`config.mk`:
```
export PLATFORM = sky130hd
export DESIGN_NAME = irq_accept_unit
export DESIGN_NICKNAME = d
export VERILOG_FILES = /design/src/rtl/irq_accept_pkg.sv /design/src/rtl/irq_msb_find.sv /design/src/rtl/irq_prio_calc.sv /design/src/rtl/irq_accept_unit.sv
export SDC_FILE = /design/constraint.sdc
export NUM_CORES = 2
export LEC_CHECK = 0
export BUFFER_PORTS_ARGS = -buffer_cell sky130_fd_sc_hd__buf_2
export CELL_PAD_IN_SITES_DETAIL_PLACEMENT = 1
export CELL_PAD_IN_SITES_GLOBAL_PLACEMENT = 1
export CORE_UTILIZATION = 30
export DETAILED_ROUTE_END_ITERATION = 12
export PLACE_DENSITY_LB_ADDON = 0.1
export SKIP_LAST_GASP = 1
export SYNTH_ARGS = -nofsm -noshare
export SYNTH_HDL_FRONTEND = slang
export SYNTH_SLANG_ARGS = --single-unit
```
`constraint.sdc`:
```
create_clock -name clk -period 7.4 [get_ports clk]
set_input_delay 0.37 -clock clk [delete_from_list [all_inputs] [get_ports clk]]
set_output_delay 0.37 -clock clk [all_outputs]
set_load 0.01 [all_outputs]
```
`src/rtl/irq_accept_pkg.sv`:
```
package irq_accept_pkg;
  localparam int CTL_W        = 13;
  localparam int CTL_EN_BIT   = 8;
  localparam int CTL_DEOI_BIT = 12;
  localparam int CLASS_LSB    = 4;
endpackage

```
`src/rtl/irq_msb_find.sv`:
```
module irq_msb_find #(
  parameter int N  = 256,
  parameter int IW = $clog2(N)
) (
  input  logic [N-1:0]  bits,
  output logic          found,
  output logic [IW-1:0] idx
);
  // Ascending scan: the last set bit seen is the highest-numbered one.
  always_comb begin
    found = 1'b0;
    idx   = '0;
    for (int i = 0; i < N; i++) begin
      if (bits[i]) begin
        found = 1'b1;
        idx   = IW'(i);
      end
    end
  end
endmodule

```
`src/rtl/irq_prio_calc.sv`:
```
module irq_prio_calc import irq_accept_pkg::*; #(
  parameter int VW = 8
) (
  input  logic [VW-1:0] tpr,
  input  logic          svc_found,
  input  logic [VW-1:0] svc_top,
  input  logic          req_found,
  input  logic [VW-1:0] req_top,
  output logic [VW-1:0] ppr,
  output logic          deliverable
);
  localparam int CW = VW - CLASS_LSB;

  function automatic logic [CW-1:0] class_of(input logic [VW-1:0] v);
    return v[VW-1:CLASS_LSB];
  endfunction

  logic [CW-1:0] svc_class;

  always_comb begin
    svc_class = svc_found ? class_of(svc_top) : '0;
    if (class_of(tpr) >= svc_class) ppr = tpr;
    else                            ppr = {svc_class, {CLASS_LSB{1'b0}}};
    deliverable = req_found &&
                  ((ppr == '0) || (class_of(req_top) > class_of(ppr)));
  end
endmodule

```
`src/rtl/irq_accept_unit.sv`:
```
module irq_accept_unit import irq_accept_pkg::*; #(
  parameter int NUM_VEC = 256
) (
  input  logic                       clk,
  input  logic                       rst_n,
  input  logic                       req_valid,
  input  logic [$clog2(NUM_VEC)-1:0] req_vector,
  input  logic                       req_level,
  input  logic                       tpr_we,
  input  logic [$clog2(NUM_VEC)-1:0] tpr_wdata,
  input  logic                       ctl_we,
  input  logic [CTL_W-1:0]           ctl_wdata,
  input  logic                       ack,
  input  logic                       eoi,
  output logic                       irq_pending,
  output logic                       ack_valid,
  output logic [$clog2(NUM_VEC)-1:0] ack_vector,
  output logic [$clog2(NUM_VEC)-1:0] ppr,
  output logic                       eoi_bcast,
  output logic [$clog2(NUM_VEC)-1:0] eoi_vector
);
  localparam int VW = $clog2(NUM_VEC);
  localparam logic [CTL_W-1:0] CTL_RESET = CTL_W'(8'hFF);

  logic [NUM_VEC-1:0] irr_q, isr_q, tmr_q;
  logic [VW-1:0]      tpr_q;
  logic [CTL_W-1:0]   ctl_q;

  // Named internal events, brought out for the checker.
  logic          irr_found, isr_found, deliverable;
  logic [VW-1:0] irr_top, isr_top;
  logic          sw_en, ack_take, ack_spur, eoi_fire, eoi_level;

  irq_msb_find #(.N(NUM_VEC), .IW(VW)) u_find_req (
    .bits(irr_q), .found(irr_found), .idx(irr_top));
  irq_msb_find #(.N(NUM_VEC), .IW(VW)) u_find_svc (
    .bits(isr_q), .found(isr_found), .idx(isr_top));

  irq_prio_calc #(.VW(VW)) u_prio (
    .tpr(tpr_q), .svc_found(isr_found), .svc_top(isr_top),
    .req_found(irr_found), .req_top(irr_top),
    .ppr(ppr), .deliverable(deliverable));

  assign sw_en     = ctl_q[CTL_EN_BIT];
  assign ack_take  = ack && sw_en && deliverable;
  assign ack_spur  = ack && sw_en && irr_found && !deliverable;
  assign eoi_fire  = eoi && isr_found;
  assign eoi_level = eoi_fire && tmr_q[isr_top] && !ctl_q[CTL_DEOI_BIT];

  assign irq_pending = sw_en && deliverable;
  assign ack_valid   = ack_take || ack_spur;
  assign ack_vector  = ack_take ? irr_top :
                       ack_spur ? ctl_q[VW-1:0] : '0;

  always_ff @(posedge clk) begin
    if (!rst_n) begin
      irr_q      <= '0;
      isr_q      <= '0;
      tmr_q      <= '0;
      tpr_q      <= '0;
      ctl_q      <= CTL_RESET;
      eoi_bcast  <= 1'b0;
      eoi_vector <= '0;
    end else begin
      if (ack_take)  irr_q[irr_top] <= 1'b0;
      if (req_valid) begin
        irr_q[req_vector] <= 1'b1;
        tmr_q[req_vector] <= req_level;
      end
      if (eoi_fire)  isr_q[isr_top] <= 1'b0;
      if (ack_take)  isr_q[irr_top] <= 1'b1;
      if (tpr_we)    tpr_q <= tpr_wdata;
      if (ctl_we)    ctl_q <= ctl_wdata;
      eoi_bcast  <= eoi_level;
      eoi_vector <= eoi_level ? isr_top : '0;
    end
  end
endmodule

```
* After elaboration in Yosys (flattened, before gate mapping)
Index checks and enable logic that the tools add are counted.
** Storage, ports and cells
- Memory bits (writable) :: 0
- Word-level logic and storage cells :: 1080
- Register bits :: 798
- Input bits :: 37
- Memories kept :: 0
- Bits in latches :: 0
- Bits in read-only memories :: 0
- Output and inout bits :: 27
** Cells by class
- Shifts and indexed selects :: 0
- Add/subtract/negate cells :: 0
- Div/mod/pow operators :: 0
- Multipliers :: 0
- Equal/unequal tests :: 0
- Reduce and logical (&&, ||, !) cells :: 18
- Mux-type cells :: 1041
- $lt $le $gt $ge :: 8
- Bitwise gates (word level) :: 6
** Operators with widths (number)
- $mux W8 :: 259
- $mux W256 :: 6
- $mux W7 :: 128
- $mux W1 :: 518
- $and A256 B256 Y256 :: 2
- $not A256 Y256 :: 2
- $or A256 B256 Y256 :: 2
- $mux W6 :: 64
- $bwmux W256 :: 1
- $mux W5 :: 32
- $mux W4 :: 17
- $lt A8 B9 Y1 const B :: 3
- $demux W1 S8 :: 3
- $ge A8 B1 Y1 const B :: 3
- $mux W3 :: 8
- $logic_and A1 B1 Y1 :: 12
- $bmux W1 S8 :: 1
- $logic_not A8 Y1 :: 1
- $mux W2 :: 4
- $ge A4 B4 Y1 :: 1
- $gt A4 B4 Y1 :: 1
- $logic_not A1 Y1 :: 2
- $logic_or A1 B1 Y1 :: 2
- $reduce_and A2 Y1 :: 1

* Depth between registers and ports, before layout
- Depth in word-level cells :: 267
- Depth in mapped cells :: 32
- Depth with buffers taken out :: 28

* Cells and area by module
Synthesis repeated with hierarchy kept, for this count alone.
** Second synthesis, totals
- Cells, all modules :: 5110
- Area total of the unflattened synthesis :: 40063.4 um2
** By module, submodules not included
- irq_accept_unit :: sequential area each 15915.3 um2, times used 1, cells each 3857, area an instance 33010.4 um2
- irq_msb_find :: sequential area each 0.0 um2, times used 2, cells each 601, area an instance 3344.5 um2
- irq_prio_calc :: sequential area each 0.0 um2, times used 1, cells each 51, area an instance 364.1 um2

* Least setup slack after synthesis
OpenSTA, ideal clock, no wires.
- Path kind :: reg-to-reg
- From :: register isr_q[176]
- To :: register irr_q[13]
- Cell stages (with the launch flop) :: 31
- Data required time :: 7.285 ns
- Arrival :: 5.621 ns
- Path slack :: 1.664 ns
- Path buffers :: 5
- Period minus slack after synthesis :: 5.736 ns
- Setup time :: 0.115 ns
- Path through :: dfxtp_1 > or4_4 > nor2_1 > nand3_1 > nand2b_1 > a2111oi_0 > o21a_1 > clkbuf_1 > inv_1 > ha_1 > nand2b_1 > a21o_1 > a21o_1 > a21oi_1 > clkbuf_1 > nor2_1 > a21o_1 > ha_1 > o21ai_0 > nand2b_1 > a21oi_1 > a41oi_1 > a31o_1 > buf_2 > nor4b_1 > and2_1 > buf_2 > and2_1 > clkbuf_1 > nand2_1 > o21ba_2
** On the way
- Word-level cells in the longest chain between the ends :: 91
- Elaborated cells on any way between the ends :: 172
- Classes of those cells :: 2 x order compare; 165 x mux; 1 x bitwise; 4 x reduce/logical
** Ends and longest elaborated chain
- start: declaration :: RTL line irq_accept_unit.sv:25 : logic [NUM_VEC-1:0] irr_q, isr_q, tmr_q;
- start signal: assignment :: RTL line irq_accept_unit.sv:58 : isr_q <= '0;
- start signal: indexed assignment :: RTL line irq_accept_unit.sv:70 : if (eoi_fire) isr_q[isr_top] <= 1'b0;
- start signal: indexed assignment :: RTL line irq_accept_unit.sv:71 : if (ack_take) isr_q[irr_top] <= 1'b1;
- $mux W8 or $mux W1 (tied branches) (80 in a row) :: RTL line irq_msb_find.sv:14 : if (bits[i]) begin
- $mux W4 (*) :: RTL line irq_prio_calc.sv:21 : svc_class = svc_found ? class_of(svc_top) : '0;
- $ge A4 B4 Y1 :: RTL line irq_prio_calc.sv:22 : if (class_of(tpr) >= svc_class) ppr = tpr;
- $mux W8 (*) :: RTL line irq_prio_calc.sv:22
- $gt A4 B4 Y1 or $logic_not A8 Y1 (tied branches) :: RTL line irq_prio_calc.sv:25 : ((ppr == '0) || (class_of(req_top) > class_of(ppr)));
- $logic_or A1 B1 Y1 (*) :: RTL line irq_prio_calc.sv:25
- $logic_and A1 B1 Y1 (*) :: RTL line irq_prio_calc.sv:24 : deliverable = req_found &&
- $logic_and A1 B1 Y1 (*) :: RTL line irq_accept_unit.sv:45 : assign ack_take = ack && sw_en && deliverable;
- $mux W256 (*) :: RTL line irq_accept_unit.sv:65 : if (ack_take) irr_q[irr_top] <= 1'b0;
- $mux W256 (*) :: RTL line irq_accept_unit.sv:56 : if (!rst_n) begin
- $or A256 B256 Y256 (no line)
- $mux W256 (*) :: RTL line irq_accept_unit.sv:66 : if (req_valid) begin
- end signal: assignment :: RTL line irq_accept_unit.sv:57 : irr_q <= '0;
- end signal: indexed assignment :: RTL line irq_accept_unit.sv:65
- end signal: indexed assignment :: RTL line irq_accept_unit.sv:67 : irr_q[req_vector] <= 1'b1;
- end: declaration :: RTL line irq_accept_unit.sv:25
Every way passes the cells marked *; elsewhere a longest branch is shown, timed or not. The select of a mux whose other input is x is not followed.
A chain may end at the register's enable or synchronous reset.

* Final worst setup path
- From :: register isr_q[253]
- To :: register irr_q[75]
** On the way
- Word-level cells in the longest chain between the ends :: 14
- Elaborated cells on any way between the ends :: 18
- Classes of those cells :: 2 x order compare; 11 x mux; 1 x bitwise; 4 x reduce/logical
** Ends and longest elaborated chain (RTL line)
- $mux W8 or $mux W1 (tied branches) (3 in a row) :: irq_msb_find.sv:14
- $mux W4 (*) :: irq_prio_calc.sv:21
- $ge A4 B4 Y1 :: irq_prio_calc.sv:22
- $mux W8 (*) :: irq_prio_calc.sv:22
- $gt A4 B4 Y1 or $logic_not A8 Y1 (tied branches) :: irq_prio_calc.sv:25
- $logic_or A1 B1 Y1 (*) :: irq_prio_calc.sv:25
- $logic_and A1 B1 Y1 (*) :: irq_prio_calc.sv:24
- $logic_and A1 B1 Y1 (*) :: irq_accept_unit.sv:45
- $mux W256 (*) :: irq_accept_unit.sv:65
- $mux W256 (*) :: irq_accept_unit.sv:56
- $or A256 B256 Y256 (no line)
- $mux W256 (*) :: irq_accept_unit.sv:66
Marks and branches as above.

==> reports/qor.yml <==
critical_path:
  required_ps: 7960
  cp.arrival_ps: 7420
  end_kind: "register"
  criticalPathCategory: "register to register"
  worstReg2RegEnd: "irr_q[75]"
  r2r_cells: 27
  cp_max_fo: 12
  cp-endpoint: "irr_q[75]"
  r2r-start: "isr_q[253]"
  reg2reg_setup_slack_ps: 540
  startpoint: "isr_q[253]"
  start_kind: "register"
timing:
  slew_headroom_pct: 16.1
  hold_viol_final: 0
  min_period_ps: 6860
  tns_ps: 0
  fin_ws_ps: 535
  rsz0062_at_grt: "no"
  finalClockSkew_ps: 26.3
  setup_viol: 0
  worst_pin_slew_ps: 1250
  drv_slew: 0
  whs_ps: 52.9
  post-route-period-util_pct: 92.8
  fmax_mhz: 146
placement:
  pre_cts_slack_ps: 483
  routabilityCongestion: 0.931
  io_buffer_count: 60
  dp_hpwl_um: 161000
power:
  ir_worst_vdd_v: 0.000187
  p_leak_uw: 0.0169
  p_total_uw: 10300
  powerDensity_mw_per_mm2: 224
clock_network:
  clock_sinks: 795
  cts_tree: "built"
  cts_buffers: 99
  cts_buffer_depth: 3
  cts.root.buffer_cell: "clkbuf_16"
  path_clk_slew_ps: 60
  h-tree-depth: 3
  clock_latency_ps: 710
  cts_setup_buffers: 0
synthesis:
  dominantRegCellSynth: "dfxtp_1"
  syn-cell-area_mm2: 0.0401
  netlist_instances: 5290
  synth.avg_cell_area_um2: 7.58
  syn_nets: 5335
  yosys_warnings: 0
  async_flop_share_pct: 0
  synth-seq-cells: 795
  synth_edf_count: 0
  synth_seq_area_share_pct: 39.7
  ys_types: 90
grt:
  grt_usage_pct: 32.0
  gr-total-overflow: 0
  grt_util_met2_pct: 46.6
  grt_use_met1_pct: 47.7
  use_met3_pct: 4.64
  antenna_found_initial: 3
  grt-busiest-layer: "met1"
  grt_pass1_vias: 40400
  grt_max_degree: 189
  grt_pass1_wl_um: 312000
route:
  num_vias: 42400
  postRouteAntennaNets: 0
  firstDrtPassIters: 5
  wirelength_um: 222000
  drc: 0
  drtIter0Drc: 4353
  avgViaCountPerCell: 5.97
  post_drt_wl_per_cell_um: 31.3
run:
  cap_viol_max_count: 0
floorplanning:
  dieArea_mm2: 0.135
  rows: 133
  die_x_um: 368
  core_area_mm2: 0.132
  start_util_pct: 30.4
  die-height_um: 368
  io_pins: 64
finish:
  finalNetCount: 5311
  drive_gt1_share_pct: 9.49
  layout_common_cells: "dfxtp_1 (795), nand2_1 (728), a21oi_1 (635), nor2_1 (585), o21ai_0 (424)"
  areaGrowthSynthToFinish_pct: 15.1
  final_common_cell: "dfxtp_1"
outcome:
  outcome: "finished clean"
hold_path:
  min_path_type: "input port to register"
per-stage QoR:
| stage | instance area (um^2) | std cells | util [%] |
|---|---|---|---|
| final | 46200 | 7102 | 34.9 |
| after global routing | 46200 | 7100 | 34.9 |
| after CTS | 46200 | 7100 | 34.9 |
| after detailed placement | 42600 | 6901 | 32.2 |
| after global placement | 42600 | 6901 | 32.2 |
| after floorplan | 40100 | 5290 | - |
cells in the mapped netlist, drive strengths merged, types with 9 or more instances:
library cell | number | share of area [%]
a2111oi | 17 | 0.42
a211o | 19 | 0.41
a211oi | 41 | 0.81
a21boi | 75 | 1.4
a21o | 12 | 0.22
a21oi | 638 | 8.0
a221oi | 9 | 0.21
a22oi | 33 | 0.62
a311oi | 43 | 0.94
a31o | 20 | 0.44
a31oi | 28 | 0.44
and2 | 67 | 1.1
and3 | 27 | 0.42
buf | 39 | 0.54
clkbuf | 322 | 3.0
dfxtp | 795 | 40
inv | 114 | 1.1
mux2 | 26 | 0.73
mux2i | 213 | 5.3
nand2 | 733 | 6.9
nand2b | 30 | 0.49
nand3 | 166 | 2.1
nand4 | 56 | 0.87
nor2 | 591 | 5.5
nor2b | 49 | 0.76
nor3 | 134 | 1.7
nor3b | 11 | 0.21
nor4 | 154 | 2.4
o2111ai | 15 | 0.33
o211ai | 22 | 0.41
o21a | 82 | 1.5
o21ai | 430 | 5.4
o21ba | 11 | 0.27
o21bai | 18 | 0.34
o221ai | 10 | 0.22
o22ai | 33 | 0.51
o31a | 11 | 0.24
o31ai | 46 | 0.86
o41ai | 10 | 0.22
or2 | 12 | 0.19
or3 | 11 | 0.17
or4 | 39 | 0.75
sequential cells by signal, summed over array words and instances (netlist names):
signal,flops
irr_q,256
tmr_q,256
tpr_q,8
isr_q,256
ctl_q,10
eoi_bcast,1
eoi_vector,8
area by class of cell:
| class | instances | area [um^2] |
|---|---|---|
| clock inverters | 29 | 374 |
| repair buffers | 236 | 1720 |
| inverters | 114 | 435 |
| clock buffers | 151 | 3000 |
| flip-flops and latches | 795 | 15900 |
| fillers | 15900 | 86000 |
| diodes | 2 | 5.00 |
| multi-input cells | 4020 | 22500 |
| well taps | 1755 | 2200 |
kinds of logic after synthesis:
family / after synthesis / share of synthesized area (%)
simple gates: 2102 / 24.0
compound gates: 1671 / 25.4
flops: 795 / 39.7
buf+inv: 475 / 4.62
mux: 239 / 6.05
fa+ha+maj: 8 / 0.250
worst max-delay path, stage by stage (launching register included):
cell and delay, ps:
dfxtp_1 420, nor4_1 750, nand3_1 290, a31oi_1 540, o21a_1 230, inv_1 70, ha_1 260, nand2b_1 140
a21o_1 180, a21o_1 170, a21oi_1 140, buf_4 260, nor2_1 70, a21o_1 190, ha_1 300, nor2b_1 150
o21ai_0 90, nand2b_1 80, a21oi_1 70, a41oi_1 170, a31o_2 320, nor4b_1 420, buf_4 240, and2_1 380
buf_4 290, nand3_1 210, a21oi_1 210, nor2_1 50
metal layers:
metal  part of all wire, %  wire length (um)
met1                    48            107000
met2                    42             92700
met3                   7.1             15900
met4                   3.0              6770
met5                     0                 0
report_power, final:
group	internal [uW]	total, uW	switching, uW
clock	3060	5140	2090
combinational	194	889	696
sequential	4290	4300	12.6
worst min path at each step:
stage	startpoint	to	slack, ps	depth (start not counted)
after floorplan	tmr_q[97]	tmr_q[97]	430	2
after global placement	tmr_q[33]	tmr_q[33]	440	2
after detailed placement	tmr_q[191]	tmr_q[191]	450	2
after CTS	rst_n	ctl_q[6]	5	2
after global routing	rst_n	ctl_q[6]	40	2
final	rst_n	ctl_q[6]	50	2
repair_timing:
| action | in CTS | in global routing |
|---|---|---|
| setup endpoints to repair | 0 | 4 |
| resized for setup | 0 | 2 |
| hold buffers | 19 | 0 |
| hold endpoints to repair | 18 | 0 |
Note: power is estimated with default switching activity, not from simulation.
